## src/rtl/coil_link_pkg.sv

```systemverilog
package coil_link_pkg;

  typedef enum logic [1:0] {
    LM_IDLE = 2'b00,
    LM_SEND = 2'b01,
    LM_RECV = 2'b10
  } link_mode_e;

  // Only three of the four codes name a mode.
  function automatic logic mode_code_legal(input logic [1:0] code);
    return code != 2'b11;
  endfunction

  // A mode switch may go ahead only when no word is moving.
  function automatic logic mode_may_switch(input logic tx_moving, input logic rx_moving);
    return !(tx_moving || rx_moving);
  endfunction

endpackage

```

## src/rtl/coil_mode_ctl.sv

```systemverilog
module coil_mode_ctl
  import coil_link_pkg::*;
(
  input  logic       clk,
  input  logic       rst_n,
  input  logic [1:0] mode_sel,
  input  logic       tx_moving,
  input  logic       rx_moving,
  output link_mode_e mode_q
);

  logic do_switch;

  always_comb begin
    do_switch = mode_code_legal(mode_sel) && mode_may_switch(tx_moving, rx_moving);
  end

  always_ff @(posedge clk) begin
    if (!rst_n)         mode_q <= LM_IDLE;
    else if (do_switch) mode_q <= link_mode_e'(mode_sel);
  end

endmodule

```

## src/rtl/coil_tx_shift.sv

```systemverilog
module coil_tx_shift #(
  parameter int WORD_W = 35
) (
  input  logic              clk,
  input  logic              rst_n,
  input  logic              en_mode,
  input  logic              word_tick,
  input  logic              tx_valid,
  input  logic [WORD_W-1:0] tx_word,
  output logic              tx_ready,
  output logic              ser_dat,
  output logic              ser_stb,
  output logic              busy,
  output logic              accept
);

  localparam int CNT_W = $clog2(WORD_W + 1);
  localparam logic [CNT_W-1:0] LAST = CNT_W'(WORD_W);

  logic [WORD_W-1:0] sh_q;
  logic [CNT_W-1:0]  cnt_q;
  logic              dat_q, stb_q, busy_q;

  assign tx_ready = en_mode && word_tick && !busy_q;
  assign accept   = tx_valid && tx_ready;
  assign busy     = busy_q;
  assign ser_dat  = dat_q && en_mode;
  assign ser_stb  = stb_q && en_mode;

  always_ff @(posedge clk) begin
    if (!rst_n || !en_mode) begin
      sh_q   <= '0;
      cnt_q  <= '0;
      dat_q  <= 1'b0;
      stb_q  <= 1'b0;
      busy_q <= 1'b0;
    end else if (accept) begin
      dat_q  <= tx_word[0];
      sh_q   <= tx_word >> 1;
      stb_q  <= ~stb_q;
      busy_q <= 1'b1;
      cnt_q  <= CNT_W'(1);
    end else if (busy_q) begin
      if (cnt_q == LAST) begin
        busy_q <= 1'b0;
        dat_q  <= 1'b0;
        cnt_q  <= '0;
      end else begin
        dat_q <= sh_q[0];
        sh_q  <= sh_q >> 1;
        stb_q <= ~stb_q;
        cnt_q <= cnt_q + CNT_W'(1);
      end
    end
  end

endmodule

```

## src/rtl/coil_rx_deshift.sv

```systemverilog
module coil_rx_deshift #(
  parameter int WORD_W = 35
) (
  input  logic              clk,
  input  logic              rst_n,
  input  logic              en_mode,
  input  logic              ser_dat,
  input  logic              ser_stb,
  input  logic              word_tick,
  input  logic              rx_ready,
  output logic              rx_valid,
  output logic [WORD_W-1:0] rx_word,
  output logic              rx_ovf,
  output logic              moving,
  output logic              done
);

  localparam int CNT_W = $clog2(WORD_W + 1);
  localparam logic [CNT_W-1:0] FINAL = CNT_W'(WORD_W - 1);

  logic [WORD_W-1:0] acc_q, word_q, assembled;
  logic [CNT_W-1:0]  cnt_q;
  logic              prev_q, pend_q, win_q, ovf_q;
  logic              edge_w, take_w;

  assign edge_w    = en_mode && (ser_stb != prev_q);
  assign done      = edge_w && (cnt_q == FINAL);
  assign assembled = {ser_dat, acc_q[WORD_W-1:1]};
  assign rx_valid  = pend_q && win_q;
  assign take_w    = rx_valid && rx_ready;
  assign moving    = edge_w || (cnt_q != '0);
  assign rx_word   = word_q;
  assign rx_ovf    = ovf_q;

  always_ff @(posedge clk) begin
    if (!rst_n) begin
      acc_q  <= '0;
      word_q <= '0;
      cnt_q  <= '0;
      prev_q <= 1'b0;
      pend_q <= 1'b0;
      win_q  <= 1'b0;
      ovf_q  <= 1'b0;
    end else begin
      prev_q <= ser_stb;
      if (edge_w) begin
        acc_q <= assembled;
        cnt_q <= done ? '0 : cnt_q + CNT_W'(1);
      end
      if (done) begin
        word_q <= assembled;
        pend_q <= 1'b1;
        win_q  <= 1'b1;
        if (pend_q && !take_w) ovf_q <= 1'b1;
      end else begin
        if (take_w)             pend_q <= 1'b0;
        if (word_tick && win_q) win_q  <= 1'b0;
      end
    end
  end

endmodule

```

## src/rtl/coil_link_top.sv

```systemverilog
module coil_link_top
  import coil_link_pkg::*;
#(
  parameter int WORD_W = 35
) (
  input  logic              clk,
  input  logic              rst_n,
  input  logic [1:0]        mode_sel,
  output logic [1:0]        mode_o,
  input  logic              word_tick,
  input  logic              tx_valid,
  output logic              tx_ready,
  input  logic [WORD_W-1:0] tx_word,
  output logic              link_dat_o,
  output logic              link_stb_o,
  input  logic              link_dat_i,
  input  logic              link_stb_i,
  output logic              rx_valid,
  input  logic              rx_ready,
  output logic [WORD_W-1:0] rx_word,
  output logic              rx_ovf
);

  link_mode_e mode_w;
  logic       tx_busy_w, tx_accept_w, rx_mid_w, rx_done_w;
  logic       send_en_w, recv_en_w;

  assign send_en_w = (mode_w == LM_SEND);
  assign recv_en_w = (mode_w == LM_RECV);
  assign mode_o    = mode_w;

  coil_mode_ctl u_mode (
    .clk       (clk),
    .rst_n     (rst_n),
    .mode_sel  (mode_sel),
    .tx_moving (tx_busy_w || tx_accept_w),
    .rx_moving (rx_mid_w),
    .mode_q    (mode_w)
  );

  coil_tx_shift #(.WORD_W(WORD_W)) u_tx (
    .clk       (clk),
    .rst_n     (rst_n),
    .en_mode   (send_en_w),
    .word_tick (word_tick),
    .tx_valid  (tx_valid),
    .tx_word   (tx_word),
    .tx_ready  (tx_ready),
    .ser_dat   (link_dat_o),
    .ser_stb   (link_stb_o),
    .busy      (tx_busy_w),
    .accept    (tx_accept_w)
  );

  coil_rx_deshift #(.WORD_W(WORD_W)) u_rx (
    .clk       (clk),
    .rst_n     (rst_n),
    .en_mode   (recv_en_w),
    .ser_dat   (link_dat_i),
    .ser_stb   (link_stb_i),
    .word_tick (word_tick),
    .rx_ready  (rx_ready),
    .rx_valid  (rx_valid),
    .rx_word   (rx_word),
    .rx_ovf    (rx_ovf),
    .moving    (rx_mid_w),
    .done      (rx_done_w)
  );

endmodule

```

## config.mk

```make
export PLATFORM = sky130hd
export DESIGN_NAME = coil_link_top
export DESIGN_NICKNAME = d
export VERILOG_FILES = /design/src/rtl/coil_link_pkg.sv /design/src/rtl/coil_mode_ctl.sv /design/src/rtl/coil_tx_shift.sv /design/src/rtl/coil_rx_deshift.sv /design/src/rtl/coil_link_top.sv
export SDC_FILE = /design/constraint.sdc
export NUM_CORES = 1
export LEC_CHECK = 0
export ABC_AREA = 0
export BUFFER_PORTS_ARGS = -buffer_cell sky130_fd_sc_hd__buf_2
export CORE_AREA = 2 2 118 120
export DETAILED_ROUTE_END_ITERATION = 8
export DIE_AREA = 0 0 120 122
export GPL_ROUTABILITY_DRIVEN = 1
export HOLD_SLACK_MARGIN = 0.02
export PLACE_DENSITY = 0.54
export SLEW_MARGIN = 20
export SYNTH_ARGS = -nofsm -noshare
export SYNTH_HDL_FRONTEND = slang
export SYNTH_SLANG_ARGS = --single-unit
```

## constraint.sdc

```tcl
create_clock -name clk -period 3.2 [get_ports clk]
set_input_delay 0.16 -clock clk [delete_from_list [all_inputs] [get_ports clk]]
set_output_delay 0.16 -clock clk [all_outputs]
set_load 0.1 [all_outputs]
```

==> results of run 1 <==
stage by stage:
step | cells | hold slack (ns)
final | 875 | 0.0824
after global routing | 875 | 0.0875
after CTS | 875 | 0.0620
after detailed placement | 804 | 0.368
after global placement | 804 | 0.359
after floorplan | 569 | 0.275
worst max-delay path: cells and delay by family:
family / cells / cell delay (ns)
xor gates and xnor gates: 1 / 0.30
AOI/OAI and AO/OA: 1 / 0.12
buffers and inverters: 3 / 1.08
and+or+nand+nor: 2 / 0.70
registers in the layout (all words and copies together) (netlist names):
signal,flops
u_rx.cnt_q,6
u_rx.prev_q,1
u_rx.rx_ovf,1
u_rx.pend_q,1
u_tx.busy,1
u_tx.sh_q,34
u_mode.mode_q,2
u_tx.stb_q,1
u_tx.cnt_q,6
u_rx.rx_word,35
u_rx.win_q,1
u_rx.acc_q,34
u_tx.dat_q,1
where the power goes:
part	leakage [nW]	switching [mW]	internal (mW)
sequential	1.00	0.0107	1.56
combinational	1.11	0.110	0.0878
clock	0.298	0.701	1.32
total	2.41	0.821	2.97
layout by cell type, fill, tap and decap left out, types with 2 or more instances in the layout:
| master | count |
|---|---|
| dlygate4sd3_1 | 39 |
| nor3_1 | 6 |
| nand2b_1 | 2 |
| and2_1 | 7 |
| clkinvlp_4 | 4 |
| nand3_1 | 3 |
| and3b_1 | 2 |
| nor2_1 | 8 |
| xor2_1 | 5 |
| o21ai_1 | 34 |
| ha_1 | 4 |
| inv_1 | 3 |
| clkbuf_16 | 17 |
| nand4_1 | 3 |
| and4_1 | 2 |
| clkinv_4 | 4 |
| mux2i_1 | 37 |
| buf_2 | 85 |
| dfxtp_1 | 124 |
| nand3b_1 | 2 |
| o21a_1 | 2 |
| a21oi_1 | 6 |
| a21boi_1 | 72 |
| nand2_1 | 188 |
| buf_4 | 6 |
| bufinv_16 | 4 |
| nor2b_1 | 3 |
| clkinv_2 | 2 |
area by class of cell:
class,count,area [µm²]
repair buffers,131,881
fillers,1277,6950
inverters,4,15.0
well taps,180,225
clock inverters,14,195
flip-flops and latches,124,2480
multi-input cells,404,2320
clock buffers,18,439
path summary, 6_finish.rpt:
check / from / end / cells after the start
max: link_stb_i / u_rx.rx_word[17] / 7
max reg2reg: u_rx.cnt_q[2] / u_rx.rx_word[17] / 5
min: word_tick / u_rx.win_q / 3
min reg2reg: u_rx.rx_word[32] / u_rx.rx_word[32] / 2
cell usage after synthesis (all sizes together), types with 2 or more instances:
cell | number | share of area
clkbuf | 15 | 0.011
nand2b | 2 | 0.0025
mux2i | 37 | 0.074
nand3 | 3 | 0.0030
o21a | 2 | 0.0030
nand3b | 2 | 0.0030
xor2 | 5 | 0.0088
and4 | 2 | 0.0035
nand2 | 188 | 0.14
inv | 4 | 0.0030
nand4 | 3 | 0.0038
buf | 22 | 0.029
o21ai | 35 | 0.035
a21oi | 7 | 0.0078
a21boi | 73 | 0.11
dfxtp | 124 | 0.50
nor2 | 9 | 0.0068
and3b | 2 | 0.0035
nor3 | 7 | 0.0080
ha | 4 | 0.010
and2 | 7 | 0.0088
nor2b | 3 | 0.0038
routing by layer:
metal,vias to the layer above,part of all wire
met2,85,0.43
met1,1887,0.50
li1,2135,-
met3,17,0.048
met5,-,0
met4,0,0.020
kinds of logic (layout without fill, tap and decap cells):
logic type / count (synthesis) / in the layout / synth area share
buf+inv: 41 / 167 / 0.0428
compound gates: 123 / 123 / 0.166
mux: 37 / 37 / 0.0741
flops: 124 / 124 / 0.496
simple gates: 234 / 234 / 0.200
fa+ha+maj: 4 / 4 / 0.0100
xor+xnor: 6 / 6 / 0.0105
timing repair:
action / CTS / global route
hold buffers: 39 / 0
hold endpoints to repair: 40 / 0
buffers inserted: 0 / 0
==> flow_metrics.env, run 1 <==
export IMPL_place_area_um2=5530
export IMPL_max_stage_delay_ns=0.61
export IMPL_die_area_um2=14600
export IMPL_die_h_um=122
export IMPL_ff2ff_setup_slack_ns=1.18
export IMPL_cts_buffers=17
export IMPL_grt_pass1_wl_mm=18.6
export IMPL_antenna_found_initial=0
export IMPL_wl_mm=11.1
export IMPL_cts_resized=0
export IMPL_yosys_warnings=0
export IMPL_busiest_layer="met2"
export IMPL_hold_path_class="in2reg"
export IMPL_start_kind="primary input"
export IMPL_p_per_area_nw_per_um2=578
export IMPL_design_power_total_mw=3.79
export IMPL_setup_slack_ns=1.18
export IMPL_finalClockSkew_ns=0.00704
export IMPL_maxSlewHeadroom=0.396
export IMPL_initial_core_util=0.370
export IMPL_synthArstFlopShare=0
export IMPL_drt_iter0_markers=277
export IMPL_rows=43
export IMPL_outcome="complete, no violations"
export IMPL_clk_pin_slew_worst_paths_ns=0.06
export IMPL_drv_cap=0
export IMPL_setup_tns_ns=0
export IMPL_avgRoutedWirePerCell_um=12.7
export IMPL_pre_cts_slack_ns=1.14
export IMPL_cts_htree_levels=4
export IMPL_antenna_left=0
export IMPL_timing_final_hold_violations=0
export IMPL_overflow=0
export IMPL_dpl_hpwl_mm=6.98
export IMPL_synth_nets=617
export IMPL_clockRootBuffer="clkbuf_16"
export IMPL_first_pass_iters=6
export IMPL_criticalPathCategory="in2reg"
export IMPL_vias=4124
export IMPL_dieWidth_um=120
export IMPL_grt_pass1_vias=3919
export IMPL_tightest_slew_ns=0.904
export IMPL_syn_avg_cell_area_um2=8.79
export IMPL_area_growth_pct=31.1
export IMPL_io_pin_count=86
export IMPL_arrival_ns=2.37
export IMPL_port_buffers=85
export IMPL_fmax_mhz=495
export IMPL_drc=0
export IMPL_path_max_fanout=23
export IMPL_cts_buffer_depth=2
export IMPL_setup_viol=0
export IMPL_synth_edff_count=0
export IMPL_fin_nets=730
export IMPL_met1_usage=0.202
export IMPL_syn_cell_area_um2=5000
export IMPL_ys_types=42
export IMPL_end_kind="flip-flop"
export IMPL_synth_seq_area_share=0.496
export IMPL_grtUsageTotal=0.161
export IMPL_p_leak_nw=2.41
export IMPL_synth_seq_cells=124
export IMPL_crit_required_ns=3.55
export IMPL_clock_latency_ns=0.41
export IMPL_core_area_um2=13500
export IMPL_drv_slew=0
export IMPL_synth_ff_type="dfxtp_1"
export IMPL_cts_tree="done"
export IMPL_synthCells=569
export IMPL_met2_usage=0.248
export IMPL_cts_sinks=124
export IMPL_final_util=0.486
export IMPL_finalCritPeriodShare=0.631
export IMPL_final_min_clock_period_ns=2.02
export IMPL_diodes=0
export IMPL_ir_drop_uv=291
export IMPL_gp_congestion=0.809
export IMPL_grt_use_met3=0.0571
export IMPL_fin_area_um2=6560
export IMPL_via_per_inst=4.71
export IMPL_drive_above_1_share=0.187
export IMPL_cp_cell_sequence="dlygate4sd3_1, buf_2, xor2_1, and4_1, buf_4, nand2_1, a21boi_1"
export IMPL_grt_max_degree=85
export IMPL_slowest_stage="and4_1"
export IMPL_rsz0062_at_grt="false"
Power figures use the tool's default switching activity.
==> run 2, diff against run 1 <==
==> constraint.sdc (replaced) <==
create_clock -name clk -period 2.04 [get_ports clk]
set_input_delay 0.102 -clock clk [delete_from_list [all_inputs] [get_ports clk]]
set_output_delay 0.102 -clock clk [all_outputs]
set_load 0.1 [all_outputs]
==> flow_metrics.env, run 2 (synthesis gave the netlist of run 1 again) <==
export IMPL_fmax_mhz=570
export IMPL_cts_sinks=124
export IMPL_p_leak_nw=2.42
export IMPL_first_pass_iters=4
export IMPL_finalCritPeriodShare=0.859
export IMPL_port_buffers=85
export IMPL_r2r_start="u_rx.cnt_q[0]"
export IMPL_hold_path_class="in2reg"
export IMPL_diodes=0
export IMPL_largest_reg_flops=35
export IMPL_topRoutingLayerUsed="met4"
export IMPL_die_area_um2=14600
export IMPL_fin_nets=734
export IMPL_reg2reg_to="u_rx.rx_word[25]"
export IMPL_place_area_um2=5590
export IMPL_finalClockSkew_ns=0.00586
export IMPL_via_per_inst=4.73
export IMPL_dpl_hpwl_mm=6.53
export IMPL_ir_drop_uv=676
export IMPL_final_common_cell="nand2_1"
export IMPL_setup_tns_ns=0
export IMPL_cts_buffers=17
export IMPL_clockRootBuffer="clkbuf_16"
export IMPL_drv_slew=0
export IMPL_route_met2_wl_mm=5.11
export IMPL_avgRoutedWirePerCell_um=12.2
export IMPL_grt_pass1_vias=3837
export IMPL_met1Wirelength_mm=4.94
export IMPL_final_min_clock_period_ns=1.75
export IMPL_antenna_left=0
export IMPL_wl_mm=10.7
export IMPL_setup_viol=0
export IMPL_post_cts_buffers=0
export IMPL_rsz0062_at_grt="false"
export IMPL_p_per_area_nw_per_um2=861
export IMPL_end_kind="output pin"
export IMPL_io_pin_count=86
export IMPL_gp_congestion=0.796
export IMPL_grt_max_degree=84
export IMPL_final_cell_mix="188 x nand2_1, 122 x dfxtp_1, 85 x buf_2"
export IMPL_cts_buffer_depth=2
export IMPL_fin_area_um2=6570
export IMPL_clk_pin_slew_worst_paths_ns=0.05
export IMPL_endpoint="tx_ready"
export IMPL_drt_iter0_markers=221
export IMPL_criticalPathCategory="reg2out"
export IMPL_crit_required_ns=1.94
export IMPL_start_kind="flip-flop"
export IMPL_ff2ff_setup_slack_ns=0.40
export IMPL_cts_tree="done"
export IMPL_crit_start="u_tx.busy"
export IMPL_die_h_um=122
export IMPL_design_power_total_mw=5.66
export IMPL_wl_met3_um=465
export IMPL_arrival_ns=1.65
export IMPL_tightest_slew_ns=0.666
export IMPL_initial_core_util=0.370
export IMPL_maxSlewHeadroom=0.556
export IMPL_cts_htree_levels=4
export IMPL_grt_pass1_wl_mm=17.9
export IMPL_timing_final_hold_violations=0
export IMPL_dieWidth_um=120
export IMPL_path_max_fanout=10
export IMPL_outcome="complete, no violations"
export IMPL_overflow=0
export IMPL_drv_cap=0
export IMPL_clock_latency_ns=0.41
export IMPL_vias=4158
export IMPL_area_growth_pct=31.5
export IMPL_rows=43
export IMPL_antenna_found_initial=0
export IMPL_core_area_um2=13500
export IMPL_drc=0
export IMPL_grtUsageTotal=0.154
export IMPL_drive_above_1_share=0.192
export IMPL_ff2ff_path_depth=7
export IMPL_whs_ns=0.0694
-- run 2: critical path, stage by stage (launching register included) --
cell      delay (ns)
dfxtp_1         0.41
and4bb_4        0.41
buf_2           0.43
-- run 2: final cells by class --
type	count	area [µm²]
Timing Repair Buffer	135	953
Fill cell	1309	6930
Tap cell	180	225
Inverter	4	15.0
Sequential cell	124	2480
Clock inverter	12	121
Clock buffer	20	457
Multi-Input combinational cell	404	2320
-- run 2: metal layers --
layer | GRT usage | vias up
met3 | 0.0501 | 22
met4 | 0.0699 | 0
li1 | - | 2138
met2 | 0.249 | 78
met1 | 0.187 | 1920
met5 | 0 | -
-- run 2: report_power, final --
part / switching [mW] / internal [mW] / total [mW]
sequential: 0.0164 / 2.44 / 2.46
combinational: 0.170 / 0.146 / 0.316
clock: 1.04 / 1.85 / 2.89
-- run 2: what timing repair did --
action / 4_1_cts / 5_1_grt
gates resized for setup: 0 / 0
hold buffers: 41 / 0
endpoints found under the hold margin: 42 / 0
-- run 2: stage by stage --
| stage | util | instances | setup slack [ns] |
|---|---|---|---|
| after floorplan | - | 569 | 0.135 |
| after global placement | 0.414 | 806 | 0.454 |
| after detailed placement | 0.414 | 806 | 0.392 |
| after CTS | 0.487 | 879 | 0.254 |
| after global routing | 0.487 | 879 | 0.221 |
| final | 0.487 | 879 | 0.287 |
-- run 2: how the worst min path moves through the flow --
stage | slack (ns) | from | cells after the start | to
2_1_floorplan | 0.22 | tx_word[1] | 2 | u_tx.sh_q[0]
3_3_place_gp | 0.30 | tx_word[23] | 3 | u_tx.sh_q[22]
3_5_place_dp | 0.31 | tx_word[22] | 3 | u_tx.sh_q[21]
4_1_cts | 0.05 | rx_ready | 3 | u_rx.pend_q
5_1_grt | 0.06 | rx_ready | 3 | u_rx.pend_q
6_report | 0.07 | rx_ready | 3 | u_rx.pend_q
